**config.mk**
```make
export PLATFORM = sky130hd
export DESIGN_NAME = ddr2_mrs_seq
export DESIGN_NICKNAME = d
export VERILOG_FILES = /design/src/rtl/ddr2_mrs_pkg.sv /design/src/rtl/mrs_field_pack.sv /design/src/rtl/mrs_cycle_timer.sv /design/src/rtl/ddr2_mrs_seq.sv
export SDC_FILE = /design/constraint.sdc
export NUM_CORES = 1
export LEC_CHECK = 0
export ABC_CLOCK_PERIOD_IN_PS = 1800
export BUFFER_PORTS_ARGS = -buffer_cell sky130_fd_sc_hd__buf_2
export CAP_MARGIN = 20
export CORE_MARGIN = 10
export CORE_UTILIZATION = 42
export DETAILED_ROUTE_END_ITERATION = 10
export PLACE_DENSITY = 0.85
export REMOVE_ABC_BUFFERS = 1
export SLEW_MARGIN = 0
export SYNTH_ARGS = -nofsm -noshare
export SYNTH_HDL_FRONTEND = slang
export SYNTH_HIERARCHICAL = 1
export SYNTH_SLANG_ARGS = --single-unit
```
**constraint.sdc**
```tcl
create_clock -name clk -period 1.8 [get_ports clk]
set_input_delay 0.27 -clock clk [delete_from_list [all_inputs] [get_ports clk]]
set_output_delay 0.27 -clock clk [all_outputs]
set_load 0.02 [all_outputs]
```
**src/rtl/ddr2_mrs_pkg.sv**
```systemverilog
package ddr2_mrs_pkg;

  typedef struct packed {
    logic [2:0] bl;
    logic       bt;
    logic [2:0] cl;
    logic       dll_rst;
    logic [2:0] wr;
    logic       pd_slow;
  } mrs_cfg_t;

  localparam logic [2:0] BL_CODE_4  = 3'b010;
  localparam logic [2:0] BL_CODE_8  = 3'b011;
  localparam logic [2:0] CL_CODE_LO = 3'd2;
  localparam logic [2:0] CL_CODE_HI = 3'd6;
  localparam logic [2:0] WR_CODE_LO = 3'd1;
  localparam logic [2:0] WR_CODE_HI = 3'd5;
  localparam int         FIELD_BITS = 13;

  typedef enum logic {SEQ_IDLE = 1'b0, SEQ_BUSY = 1'b1} seq_state_t;

endpackage

```
**src/rtl/mrs_field_pack.sv**
```systemverilog
module mrs_field_pack
  import ddr2_mrs_pkg::*;
#(
  parameter int ADDR_W = 14
) (
  input  mrs_cfg_t          cfg,
  output logic              legal,
  output logic [ADDR_W-1:0] addr_word
);
  logic [FIELD_BITS-1:0] low_bits;
  logic bl_ok, cl_ok, wr_ok;

  always_comb begin
    bl_ok = (cfg.bl == BL_CODE_4) || (cfg.bl == BL_CODE_8);
    cl_ok = (cfg.cl >= CL_CODE_LO) && (cfg.cl <= CL_CODE_HI);
    wr_ok = (cfg.wr >= WR_CODE_LO) && (cfg.wr <= WR_CODE_HI);
    legal = bl_ok && cl_ok && wr_ok;
    // test-mode position is forced low
    low_bits = {cfg.pd_slow, cfg.wr, cfg.dll_rst, 1'b0, cfg.cl, cfg.bt, cfg.bl};
  end

  generate
    if (ADDR_W > FIELD_BITS) begin : g_pad
      assign addr_word = {{(ADDR_W-FIELD_BITS){1'b0}}, low_bits};
    end else begin : g_trim
      assign addr_word = low_bits[ADDR_W-1:0];
    end
  endgenerate
endmodule

```
**src/rtl/mrs_cycle_timer.sv**
```systemverilog
module mrs_cycle_timer #(
  parameter int TMRD_W = 4
) (
  input  logic              clk,
  input  logic              rst_n,
  input  logic              load,
  input  logic [TMRD_W-1:0] load_val,
  output logic              expire
);
  localparam logic [TMRD_W-1:0] ONE = TMRD_W'(1);
  logic [TMRD_W-1:0] cnt;

  always_ff @(posedge clk) begin
    if (!rst_n)                 cnt <= '0;
    else if (load)              cnt <= (load_val == '0) ? ONE : load_val;
    else if (cnt != '0)         cnt <= cnt - ONE;
  end

  assign expire = (cnt == ONE);

  a_r8_load_nonzero: assert property (@(posedge clk) disable iff (!rst_n)
    load |=> (cnt != '0));
  a_r8_single_expire: assert property (@(posedge clk) disable iff (!rst_n)
    expire |=> !expire);
endmodule

```
**src/rtl/ddr2_mrs_seq.sv**
```systemverilog
module ddr2_mrs_seq
  import ddr2_mrs_pkg::*;
#(
  parameter int ADDR_W = 14,
  parameter int BA_W   = 3,
  parameter int TMRD_W = 4
) (
  input  logic              clk,
  input  logic              rst_n,
  input  logic              req_valid,
  output logic              req_ready,
  input  logic [2:0]        req_bl,
  input  logic              req_bt,
  input  logic [2:0]        req_cl,
  input  logic              req_dll_rst,
  input  logic [2:0]        req_wr,
  input  logic              req_pd_slow,
  input  logic              banks_idle,
  input  logic              cke,
  input  logic [TMRD_W-1:0] tmrd_cycles,
  output logic              cs_n,
  output logic              ras_n,
  output logic              cas_n,
  output logic              we_n,
  output logic [BA_W-1:0]   ba,
  output logic [ADDR_W-1:0] addr,
  output logic              done,
  output logic              err,
  output logic              configured
);
  seq_state_t        st;
  mrs_cfg_t          cfg;
  logic              legal, expire, take, go;
  logic [ADDR_W-1:0] packed_addr;

  assign cfg = '{bl: req_bl, bt: req_bt, cl: req_cl, dll_rst: req_dll_rst,
                 wr: req_wr, pd_slow: req_pd_slow};

  mrs_field_pack #(.ADDR_W(ADDR_W)) u_pack (
    .cfg(cfg), .legal(legal), .addr_word(packed_addr));

  assign req_ready = (st == SEQ_IDLE);
  assign take      = req_valid && req_ready;
  assign go        = take && legal && banks_idle && cke;

  mrs_cycle_timer #(.TMRD_W(TMRD_W)) u_timer (
    .clk(clk), .rst_n(rst_n), .load(go), .load_val(tmrd_cycles),
    .expire(expire));

  always_ff @(posedge clk) begin
    if (!rst_n) begin
      st <= SEQ_IDLE;
      {cs_n, ras_n, cas_n, we_n} <= 4'b1111;
      ba <= '0; addr <= '0;
      done <= 1'b0; err <= 1'b0; configured <= 1'b0;
    end else begin
      {cs_n, ras_n, cas_n, we_n} <= 4'b1111;
      ba <= '0; addr <= '0;
      done <= 1'b0; err <= 1'b0;
      case (st)
        SEQ_IDLE: if (take) begin
          if (go) begin
            st <= SEQ_BUSY;
            {cs_n, ras_n, cas_n, we_n} <= 4'b0000;
            addr <= packed_addr;
            configured <= 1'b1;
          end else begin
            err <= 1'b1;
          end
        end
        SEQ_BUSY: if (expire) begin
          st   <= SEQ_IDLE;
          done <= 1'b1;
        end
        default: st <= SEQ_IDLE;
      endcase
    end
  end

  a_r5_issue_needs_precond: assert property (@(posedge clk) disable iff (!rst_n)
    $fell(cs_n) |-> $past(req_valid && banks_idle && cke));
  a_r8_no_back_to_back: assert property (@(posedge clk) disable iff (!rst_n)
    !cs_n |=> cs_n);
  a_r8_busy_not_ready: assert property (@(posedge clk) disable iff (!rst_n)
    !cs_n |-> !req_ready);
  a_r6_bl_on_bus: assert property (@(posedge clk) disable iff (!rst_n)
    !cs_n |-> (addr[2:1] == 2'b01));
  a_r5_err_no_cmd: assert property (@(posedge clk) disable iff (!rst_n)
    err |-> (cs_n && !done));
  a_r9_sticky: assert property (@(posedge clk) disable iff (!rst_n)
    configured |=> configured);
endmodule

```
==> impl_metrics.py, run 1 <==
metrics = {
    "detailed_routing": {
        "wl_um": 2240,
        "drc_errors": 0,
        "ant_nets": 0,
        "wire_per_inst_um": 12.9,
        "vias": 789,
        "firstDrtPassIters": 3,
        "vias_per_cell": 4.56,
        "drtIter0Drc": 9,
    },
    "final_layout": {
        "antenna_cells": 0,
        "final_nets": 168,
        "nFillCells": 244,
        "area_delta_synth_final_pct": 11.6,
        "drive_gt1_frac": 0.434,
        "finalNonFillerCells": 173,
    },
    "logic_synthesis": {
        "ys_seq_area_frac": 0.414,
        "async_flop_share": 0,
        "synthCells": 114,
        "synth_cell_type_count": 30,
        "synthTopCellsByCount": "dfxtp_1 (23), buf_4 (20), inv_1 (19)",
        "synth_top_area_share": 0.414,
        "syn_area_per_cell_um2": 9.76,
        "ys_ff_latch": 23,
        "synth_area_leader_cell": "dfxtp_1",
        "synth-main-ff-cell": "dfxtp_1",
        "ys_warn_count": 6,
        "synth_most_common_cell": "dfxtp_1",
        "synth_area_leaders": "dfxtp_1 (41%), buf_4 (13%), nor3_2 (8.1%), inv_1 (6.4%), ha_1 (3.4%)",
        "synth_edf_count": 0,
        "netlist_area_um2": 1110,
    },
    "clocking": {
        "post_cts_resized": 0,
        "clockRootBuffer": "clkbuf_4",
        "cts_buffer_depth": 2,
        "clock_latency_ps": 310,
        "clkTransAtPathRegs_ps": 130,
        "cts_sinks": 23,
        "postCtsHoldBufs": 0,
        "numCtsBuffers": 3,
        "cts_tree": "done",
        "htreeDepth": 1,
        "post_cts_buffers": 0,
    },
    "global_routing": {
        "use_met2": 0.149,
        "grt_max_degree": 19,
        "grt_pass1_vias": 864,
        "busiest_layer": "met2",
        "use_met3": 0.0661,
        "grt_pass1_wl_um": 3680,
        "overflow": 0,
        "antenna_found_initial": 0,
        "track_usage": 0.0866,
        "grtUsageMet1": 0.0796,
    },
    "worst_setup_path": {
        "reg2reg_depth": 5,
        "regToRegEndpoint": "u_timer/cnt[1]$_SDFFE_PN0P_",
        "worst_path_max_delay_cell": "a211oi_1",
        "r2r_slack_ps": 380,
        "crit_path_end_kind": "register",
        "path_cells": "buf_2, nand3_1, o2111ai_1, a211oi_1, nand3_2, nor3b_1, buf_4, o311ai_0, o211a_1",
        "worstPathMaxFanout": 7,
        "cpPeakStageDelay_ps": 300,
        "cp-start-kind": "input port",
        "worstReg2RegStart": "u_timer/cnt[0]$_SDFFE_PN0P_",
        "crit_required_ps": 2020,
        "crit_type": "in -> reg",
        "crit_arrival_ps": 1690,
    },
    "worst_hold_path": {
        "worst_hold_path_type": "in -> reg",
        "whs_endpoint": "addr[12]$_SDFF_PP0_",
        "hold_start": "req_pd_slow",
        "whs_path_depth": 3,
    },
    "job": {
        "maxCapViolCount": 0,
    },
    "placement": {
        "dpl.cell_count": 169,
        "place_ws_ps": -3.40,
        "post-dp-hpwl_um": 1900,
        "port_buffers": 42,
        "gp_congestion": 0.720,
    },
    "outcome": {
        "status": "finished clean",
    },
    "floorplan": {
        "die_y_um": 71.5,
        "die-width_um": 71.5,
        "io_pins": 46,
        "core_um2": 2500,
        "initial_core_util": 0.445,
        "dieArea_um2": 5110,
        "rows": 18,
    },
    "pwr": {
        "ir_drop_v": 0.000592,
        "power.density_nw_per_um2": 966,
        "p_leak_nw": 0.608,
    },
    "sta": {
        "setup_viol": 0,
        "worst_slack_ps": 329,
        "final_max_slew_viol_count": 0,
        "finalHoldViolCount": 0,
        "finalClockSkew_ps": 8.52,
        "fmax_mhz": 680,
        "rsz0062_at_grt": "false",
        "holdWs_ps": 165,
        "timing.final.crit_period_ps": 1470,
        "timing.final.crit_share": 0.817,
    },
}
-- registers in the layout (all words and copies together), names as in the netlist --
signal       count
we_n             1
u_timer/cnt      4
err              1
done             1
addr            14
st               1
configured       1
-- how the worst max path moves through the flow --
stage | startpoint | endpoint | cells past startpoint
3_3_place_gp | req_cl[2] | u_timer/cnt[0]$_SDFFE_PN0P_ | 9
2_1_floorplan | req_cl[0] | u_timer/cnt[0]$_SDFFE_PN0P_ | 7
5_1_grt | req_cl[2] | u_timer/cnt[0]$_SDFFE_PN0P_ | 9
3_5_place_dp | req_cl[2] | u_timer/cnt[0]$_SDFFE_PN0P_ | 9
6_report | req_cl[2] | u_timer/cnt[0]$_SDFFE_PN0P_ | 9
4_1_cts | req_cl[2] | u_timer/cnt[0]$_SDFFE_PN0P_ | 9
-- critical path, delay by kind of cell --
kind | cells | cell delay [ps]
compound gates | 4 | 720
buf+inv | 2 | 290
simple gates | 3 | 400
-- routing by layer --
layer  vias up  share of wire
met3         0           0.16
met5         -              0
met2        32           0.46
met4         0              0
li1        398              -
met1       359           0.38
-- kinds of logic after synthesis --
logic type / after synthesis / synth area share
AOI/OAI and AO/OA: 9 / 0.0596
xor gates and xnor gates: 3 / 0.0236
adders and majority gates: 3 / 0.0337
buffers and inverters: 41 / 0.219
DFF: 23 / 0.414
muxes: 1 / 0.0101
other: 2 / 0.00675
and+or+nand+nor: 32 / 0.233
-- power breakdown --
| group | switching [mW] | internal (mW) |
|---|---|---|
| Clock | 0.151 | 0.0828 |
| Combinational | 0.171 | 0.193 |
| Sequential | 0.0487 | 0.553 |
-- cell type report --
class | count | area, um^2 | area share
clock inverters | 1 | 5.00 | 0.00403
flip-flops and latches | 23 | 460 | 0.371
well taps | 30 | 37.5 | 0.0302
repair buffers | 44 | 225 | 0.181
multi-input cells | 53 | 419 | 0.338
inverters | 19 | 71.3 | 0.0575
clock buffers | 3 | 22.5 | 0.0181
-- metrics by stage --
| step | util | area [um^2] | power, mW | setup TNS (ps) |
|---|---|---|---|---|
| finish | 0.496 | 1240 | 1.20 | 0 |
| detailed placement | 0.485 | 1210 | 0.985 | -3.40 |
| global route | 0.496 | 1240 | 1.27 | 0 |
| floorplan | - | 951 | 0.884 | -803 |
| CTS | 0.496 | 1240 | 1.22 | 0 |
| global placement | 0.485 | 1210 | 0.944 | 0 |
-- cells in the final DEF (no fill, tap or decap), drive strengths merged, types with 2 or more instances in the layout --
master / instances
xnor2: 3
ha: 3
o31ai: 2
nand3: 4
nand2: 3
nor3b: 3
clkbuf: 3
buf: 44
nor3: 16
o21ai: 2
dfxtp: 23
conb: 5
inv: 19
(Power assumes the default switching activity.)
==> run 2, diff against run 1 <==
--- a/config.mk
+++ b/config.mk
@@ -5,13 +5,14 @@
 export SDC_FILE = /design/constraint.sdc
 export NUM_CORES = 1
 export LEC_CHECK = 0
-export ABC_CLOCK_PERIOD_IN_PS = 1800
+export ABC_AREA = 1
+export ABC_CLOCK_PERIOD_IN_PS = 1400
 export BUFFER_PORTS_ARGS = -buffer_cell sky130_fd_sc_hd__buf_2
 export CAP_MARGIN = 20
 export CORE_MARGIN = 10
-export CORE_UTILIZATION = 42
+export CORE_UTILIZATION = 47
 export DETAILED_ROUTE_END_ITERATION = 10
-export PLACE_DENSITY = 0.85
+export PLACE_DENSITY = 0.89
 export REMOVE_ABC_BUFFERS = 1
 export SLEW_MARGIN = 0
 export SYNTH_ARGS = -nofsm -noshare
==> constraint.sdc (replaced) <==
create_clock -name clk -period 1.4 [get_ports clk]
set_input_delay 0.21 -clock clk [delete_from_list [all_inputs] [get_ports clk]]
set_output_delay 0.21 -clock clk [all_outputs]
set_load 0.02 [all_outputs]
==> run 2 against run 1 <==
Compared with the run above:
- first-iteration DRC count rose to 2.9 times the previous value
- routed wire length down 2.6%
- combinational power up 30%
==> impl_metrics.py, run 2 <==
metrics = {
    "outcome": {
        "status": "finished clean",
    },
    "pwr": {
        "internal_power_uw": 995,
        "pwr-share-seq": 0.494,
        "p_comb_frac": 0.314,
        "switching_share": 0.341,
        "power.density_nw_per_um2": 1220,
        "power.switching_uw": 515,
        "p_leak_nw": 0.684,
        "ir_drop_v": 0.000804,
        "p_clk_frac": 0.192,
    },
    "worst_setup_path": {
        "crit_arrival_ps": 1450,
        "crit_top_cell": "inv_1",
        "cpPeakStageDelay_ps": 350,
        "worstPathMaxFanout": 5,
        "crit_path_end_kind": "register",
        "crit_required_ps": 1610,
        "cp-start-kind": "register",
        "crit_type": "reg -> reg",
        "path_cells": "inv_1, ha_1, inv_1, nor2_2, nand2_4, o21ai_1, nor2_1",
        "worst_path_max_delay_cell": "dfxtp_1",
        "crit_buf_inv": 2,
        "path_delay_family": "flip-flops",
    },
    "final_layout": {
        "final_common_cell": "buf_2",
        "antenna_cells": 0,
        "final_nets": 190,
        "area_delta_synth_final_pct": 11.0,
        "finalNonFillerCells": 193,
        "drive_gt1_frac": 0.406,
        "top_register": "addr",
        "largest_reg_flops": 14,
        "top_regs": "addr (14), u_timer/cnt (4)",
        "nFillCells": 224,
        "layout_common_cells": "buf_2 (42), inv_1 (24), dfxtp_1 (23), nor2_1 (15), nand2_1 (13)",
        "final_area_um2": 1240,
    },
    "sta": {
        "worst_slack_ps": 158,
        "final_max_slew_viol_count": 0,
        "timing.final.crit_period_ps": 1240,
        "finalHoldViolCount": 0,
        "timing.final.crit_share": 0.887,
        "rsz0062_at_grt": "false",
        "setup_viol": 0,
        "finalClockSkew_ps": 7.41,
        "fmax_mhz": 805,
        "fin_setup_tns_ps": 0,
    },
    "floorplan": {
        "die-width_um": 68.8,
        "dieArea_um2": 4730,
        "io_pins": 46,
        "initial_core_util": 0.501,
        "core_um2": 2230,
        "die_y_um": 68.8,
        "rows": 17,
    },
    "detailed_routing": {
        "drc_errors": 0,
        "ant_nets": 0,
        "firstDrtPassIters": 4,
        "wire_per_inst_um": 11.3,
        "drtIter0Drc": 26,
        "vias_per_cell": 4.22,
        "vias": 814,
        "wl_um": 2180,
    },
    "logic_synthesis": {
        "ys_seq_area_frac": 0.412,
        "synth_area_leaders": "dfxtp_1 (41%), buf_4 (13%), inv_1 (8.1%), nor2_1 (5.0%), nor2_2 (5.0%)",
        "synth_area_leader_cell": "dfxtp_1",
        "synth_top_area_share": 0.412,
        "async_flop_share": 0,
        "synth_most_common_cell": "inv_1",
        "synthCells": 137,
        "synth_edf_count": 0,
        "netlist_area_um2": 1120,
        "synth_cell_type_count": 22,
        "synth-main-ff-cell": "dfxtp_1",
        "ys_ff_latch": 23,
        "synthTopCellsByCount": "inv_1 (24), dfxtp_1 (23), buf_4 (20)",
        "ys_warn_count": 6,
        "syn_area_per_cell_um2": 8.16,
    },
    "clocking": {
        "clkTransAtPathRegs_ps": 120,
        "post_cts_resized": 0,
        "cts_buffer_depth": 2,
        "postCtsHoldBufs": 0,
        "cts_sinks": 23,
        "cts_tree": "done",
        "numCtsBuffers": 3,
        "htreeDepth": 1,
        "clockRootBuffer": "clkbuf_4",
        "clock_latency_ps": 300,
        "post_cts_buffers": 0,
    },
    "global_routing": {
        "grt_max_degree": 17,
        "overflow": 0,
        "grt_pass1_vias": 855,
        "track_usage": 0.0984,
        "grt_pass1_wl_um": 3550,
        "antenna_found_initial": 0,
    },
    "job": {
        "maxCapViolCount": 0,
    },
    "placement": {
        "post-dp-hpwl_um": 1860,
        "place_ws_ps": 0.231,
        "dpl.cell_count": 189,
        "place_area_um2": 1210,
        "gp_congestion": 0.829,
        "port_buffers": 42,
    },
    "worst_hold_path": {
        "worst_hold_path_type": "in -> reg",
    },
}
[run 2: metal layers]
layer | global-route usage | share of wire
met1 | 0.0975 | 0.39
met2 | 0.159 | 0.47
met3 | 0.0692 | 0.15
met4 | 0.0369 | 0
met5 | 0 | 0
[run 2: cells by family after synthesis]
kind of cell               after synthesis  share of synthesized area
and+or+nand+nor                         54                      0.262
AOI/OAI and AO/OA                        7                     0.0470
xor gates and xnor gates                 1                    0.00783
buffers and inverters                   47                      0.232
other                                    2                    0.00671
adders and majority gates                3                     0.0336
DFF                                     23                      0.412
[run 2: per-stage QoR]
step | utilization | total power, mW | hold WS, ps
floorplan | - | 1.12 | 322
global placement | 0.543 | 1.22 | 424
detailed placement | 0.543 | 1.23 | 429
CTS | 0.556 | 1.53 | 86.9
global route | 0.556 | 1.62 | 89.6
finish | 0.556 | 1.51 | 104
[run 2: worst register-to-register path, stage by stage (launching register included)]
cell and delay, ps:
dfxtp_1 350, inv_1 160, ha_1 170, inv_1 40, nor2_2 170, nand2_4 90, o21ai_1 130, nor2_1 50
[run 2: final timing paths]
check / slack (ps) / start / end / cells after the start
worst min register to register: 490 / configured$_SDFFE_PN0P_ / configured$_SDFFE_PN0P_ / 2
worst min-delay path: 100 / req_bl[0] / addr[0]$_SDFF_PP0_ / 3
worst max register to register: 160 / u_timer/cnt[0]$_SDFFE_PN0P_ / u_timer/cnt[1]$_SDFFE_PN0P_ / 7
worst max-delay path: 160 / u_timer/cnt[0]$_SDFFE_PN0P_ / u_timer/cnt[1]$_SDFFE_PN0P_ / 7
[run 2: area by class of cell]
cell class	count	area (um^2)	area share
Multi-Input combinational cell	70	410	0.331
Timing Repair Buffer	42	210	0.169
Inverter	26	97.6	0.0786
Clock buffer	3	22.5	0.0181
Clock inverter	1	5.00	0.00403
Tap cell	28	35.0	0.0282
Sequential cell	23	460	0.371
[run 2: power by group through the flow]
stage | combinational [mW] | sequential, mW | clock (mW)
5_1_grt | 0.534 | 0.753 | 0.336
4_1_cts | 0.471 | 0.746 | 0.309
3_5_place_dp | 0.469 | 0.761 | 0
2_1_floorplan | 0.363 | 0.757 | 0
6_report | 0.474 | 0.746 | 0.289
3_3_place_gp | 0.457 | 0.759 | 0
==> run 3, diff against run 2 <==
--- a/config.mk
+++ b/config.mk
@@ -10,12 +10,11 @@
 export BUFFER_PORTS_ARGS = -buffer_cell sky130_fd_sc_hd__buf_2
 export CAP_MARGIN = 20
 export CORE_MARGIN = 10
-export CORE_UTILIZATION = 47
+export CORE_UTILIZATION = 45
 export DETAILED_ROUTE_END_ITERATION = 10
-export PLACE_DENSITY = 0.89
+export PLACE_DENSITY = 0.88
 export REMOVE_ABC_BUFFERS = 1
 export SLEW_MARGIN = 0
 export SYNTH_ARGS = -nofsm -noshare
 export SYNTH_HDL_FRONTEND = slang
-export SYNTH_HIERARCHICAL = 1
 export SYNTH_SLANG_ARGS = --single-unit
==> run 3 against run 2 <==
Compared with the run above:
- non-clock buffer count is 2 lower
- clock power is 7.6% lower
- register-to-register slack worse by 30 ps
- via count is 2.2% higher
- die area is 4.7% lower
- synthesized cell count is 10% lower
- cell area is 2.9% lower
- fmax is 2.2% lower
- area after synthesis is 11% lower
- cell count is 1.6% lower
- clock skew is 3.3 ps lower
- hold slack better by 23 ps
- largest cell class is now multi-input gates
- highest routed layer is now met4
==> impl_metrics.py, run 3 <==
metrics = {
    "detailed_routing": {
        "drtIter0Drc": 15,
        "drc_errors": 0,
        "wire_per_inst_um": 11.0,
        "vias": 832,
        "vias_per_cell": 4.38,
        "firstDrtPassIters": 4,
        "wl_um": 2090,
        "ant_nets": 0,
    },
    "clocking": {
        "post_cts_buffers": 0,
        "post_cts_resized": 0,
        "numCtsBuffers": 3,
        "clockRootBuffer": "clkbuf_4",
        "htreeDepth": 1,
        "cts_sinks": 21,
        "cts_tree": "done",
        "clkTransAtPathRegs_ps": 100,
        "clock_latency_ps": 290,
        "cts_buffer_depth": 2,
        "postCtsHoldBufs": 0,
    },
    "global_routing": {
        "overflow": 0,
        "grt_pass1_wl_um": 3350,
        "grt_pass1_vias": 841,
        "antenna_found_initial": 0,
        "track_usage": 0.0922,
        "grt_max_degree": 15,
    },
    "final_layout": {
        "top_regs": "addr (12), u_timer.cnt (4)",
        "largest_reg_flops": 12,
        "antenna_cells": 0,
        "finalNonFillerCells": 190,
        "top_register": "addr",
        "final_common_cell": "buf_2",
        "area_delta_synth_final_pct": 20.4,
        "drive_gt1_frac": 0.346,
        "post-route-util": 0.555,
        "nFillCells": 215,
        "final_nets": 187,
        "layout_common_cells": "buf_2 (40), inv_1 (24), nor2_1 (22), dfxtp_1 (21), nand2_1 (15)",
    },
    "logic_synthesis": {
        "synth_most_common_cell": "inv_1",
        "ys_seq_area_frac": 0.420,
        "synth-adder-area-share": 0.0375,
        "synthTopCellsByCount": "inv_1 (24), nor2_1 (22), dfxtp_1 (21)",
        "synth_edf_count": 0,
        "synth_area_leaders": "dfxtp_1 (42%), inv_1 (9.0%), nor2_1 (8.3%), nor2_4 (7.9%), buf_4 (6.0%)",
        "synth_top_area_share": 0.420,
        "synth-main-ff-cell": "dfxtp_1",
        "synthXorXnorAreaFrac": 0.0175,
        "synth_area_leader_cell": "dfxtp_1",
        "async_flop_share": 0,
        "yosys.area_share.simple": 0.325,
        "synthCells": 123,
        "ys_warn_count": 0,
        "netlist_area_um2": 1000,
        "syn_area_per_cell_um2": 8.14,
        "synth_top_family_by_area": "simple AND/OR/NAND/NOR gates",
        "synth_cell_type_count": 24,
        "ys_ff_latch": 21,
        "yosys-mux-area-fraction": 0,
        "synth-compound-area-share": 0.0263,
    },
    "worst_hold_path": {
        "whs_path_depth": 3,
        "worst_hold_path_type": "in -> reg",
    },
    "worst_setup_path": {
        "crit_required_ps": 1590,
        "crit_arrival_ps": 1460,
        "crit_type": "reg -> reg",
        "cp_num_cells": 8,
        "crit_path_end_kind": "register",
        "worst_path_max_delay_cell": "dfxtp_1",
        "crit_buf_inv": 2,
        "cpPeakStageDelay_ps": 420,
        "r2r_slack_ps": 130,
        "path_delay_family": "flip-flops",
        "crit_top_cell": "nor2_1",
        "cp-start-kind": "register",
        "reg2reg_depth": 8,
        "worstPathMaxFanout": 5,
        "path_cells": "inv_1, ha_1, nand2_1, inv_1, nor2_1, nor2_1, nor2_1, nor2_1",
    },
    "sta": {
        "rsz0062_at_grt": "false",
        "finalClockSkew_ps": 4.08,
        "fin_setup_tns_ps": 0,
        "fmax_mhz": 788,
        "timing.final.crit_share": 0.907,
        "final_max_slew_viol_count": 0,
        "setup_viol": 0,
        "timing.final.crit_period_ps": 1270,
        "finalHoldViolCount": 0,
    },
    "floorplan": {
        "die-width_um": 67.2,
        "io_pins": 46,
        "core_um2": 2170,
        "dieArea_um2": 4510,
        "initial_core_util": 0.461,
        "rows": 17,
        "die_y_um": 67.2,
    },
    "outcome": {
        "status": "finished clean",
    },
    "pwr": {
        "p_leak_nw": 0.702,
        "ir_drop_v": 0.000552,
        "power.density_nw_per_um2": 1170,
    },
    "placement": {
        "port_buffers": 40,
        "post-dp-hpwl_um": 1840,
        "gp_congestion": 0.717,
        "dpl.cell_count": 186,
    },
    "job": {
        "maxCapViolCount": 0,
    },
}
run 3: cell count changes after synthesis, moves of 3 or more:
cell    previous run  this run
buf_4             20         8
nor2_2             9         0
nor2_1            15        22
nor2_4             4         7
run 3: tightest hold or removal path, stage by stage:
cell    delay (ps)
buf_2          100
inv_1           40
nor2_1          30
run 3: worst paths after layout:
path / start / to
setup / recovery: u_timer.cnt[0]$_SDFFE_PN0P_ / u_timer.cnt[1]$_SDFFE_PN0P_
hold / removal: req_bl[0] / addr[0]$_SDFF_PP0_
setup reg to reg: u_timer.cnt[0]$_SDFFE_PN0P_ / u_timer.cnt[1]$_SDFFE_PN0P_
hold reg to reg: configured$_SDFFE_PN0P_ / configured$_SDFFE_PN0P_
run 3: area by class of cell:
| type | count | area (um^2) | share of cell area |
|---|---|---|---|
| Multi-Input combinational cell | 72 | 429 | 0.356 |
| Timing Repair Buffer | 40 | 200 | 0.166 |
| Inverter | 25 | 93.8 | 0.0779 |
| Tap cell | 28 | 35.0 | 0.0291 |
| Sequential cell | 21 | 420 | 0.349 |
| Clock buffer | 4 | 26.3 | 0.0218 |
run 3: kinds of logic (layout without fill, tap and decap cells):
logic type / after synthesis / in the layout
other: 1 / 6
AO/OA/AOI/OAI: 4 / 4
AND/OR/NAND/NOR: 57 / 57
XOR/XNOR: 2 / 2
adder cells (fa/ha/maj): 3 / 3
flip-flops: 21 / 21
buffers and inverters: 35 / 69
run 3: routing by layer:
layer / routed length (um) / vias up / track usage
li1: - / 427 / -
met4: 28 / 0 / 0.0462
met5: 0 / - / 0
met3: 266 / 2 / 0.0331
met2: 961 / 41 / 0.167
met1: 837 / 362 / 0.0909
run 3: power breakdown:
group	switching (mW)	leakage (nW)	internal (mW)	total (mW)
Combinational	0.260	0.516	0.192	0.451
Clock	0.157	0.0150	0.111	0.267
Sequential	0.0400	0.171	0.646	0.686
Total	0.456	0.702	0.948	1.40
run 3: per-stage QoR:
stage	total power, mW	instance area [um^2]	setup WS (ps)	hold WS (ps)
finish	1.40	1200	130	127
global route	1.53	1200	22.2	128
CTS	1.42	1200	131	120
detailed placement	1.15	1180	142	431
global placement	1.12	1180	194	427
floorplan	1.04	943	296	321
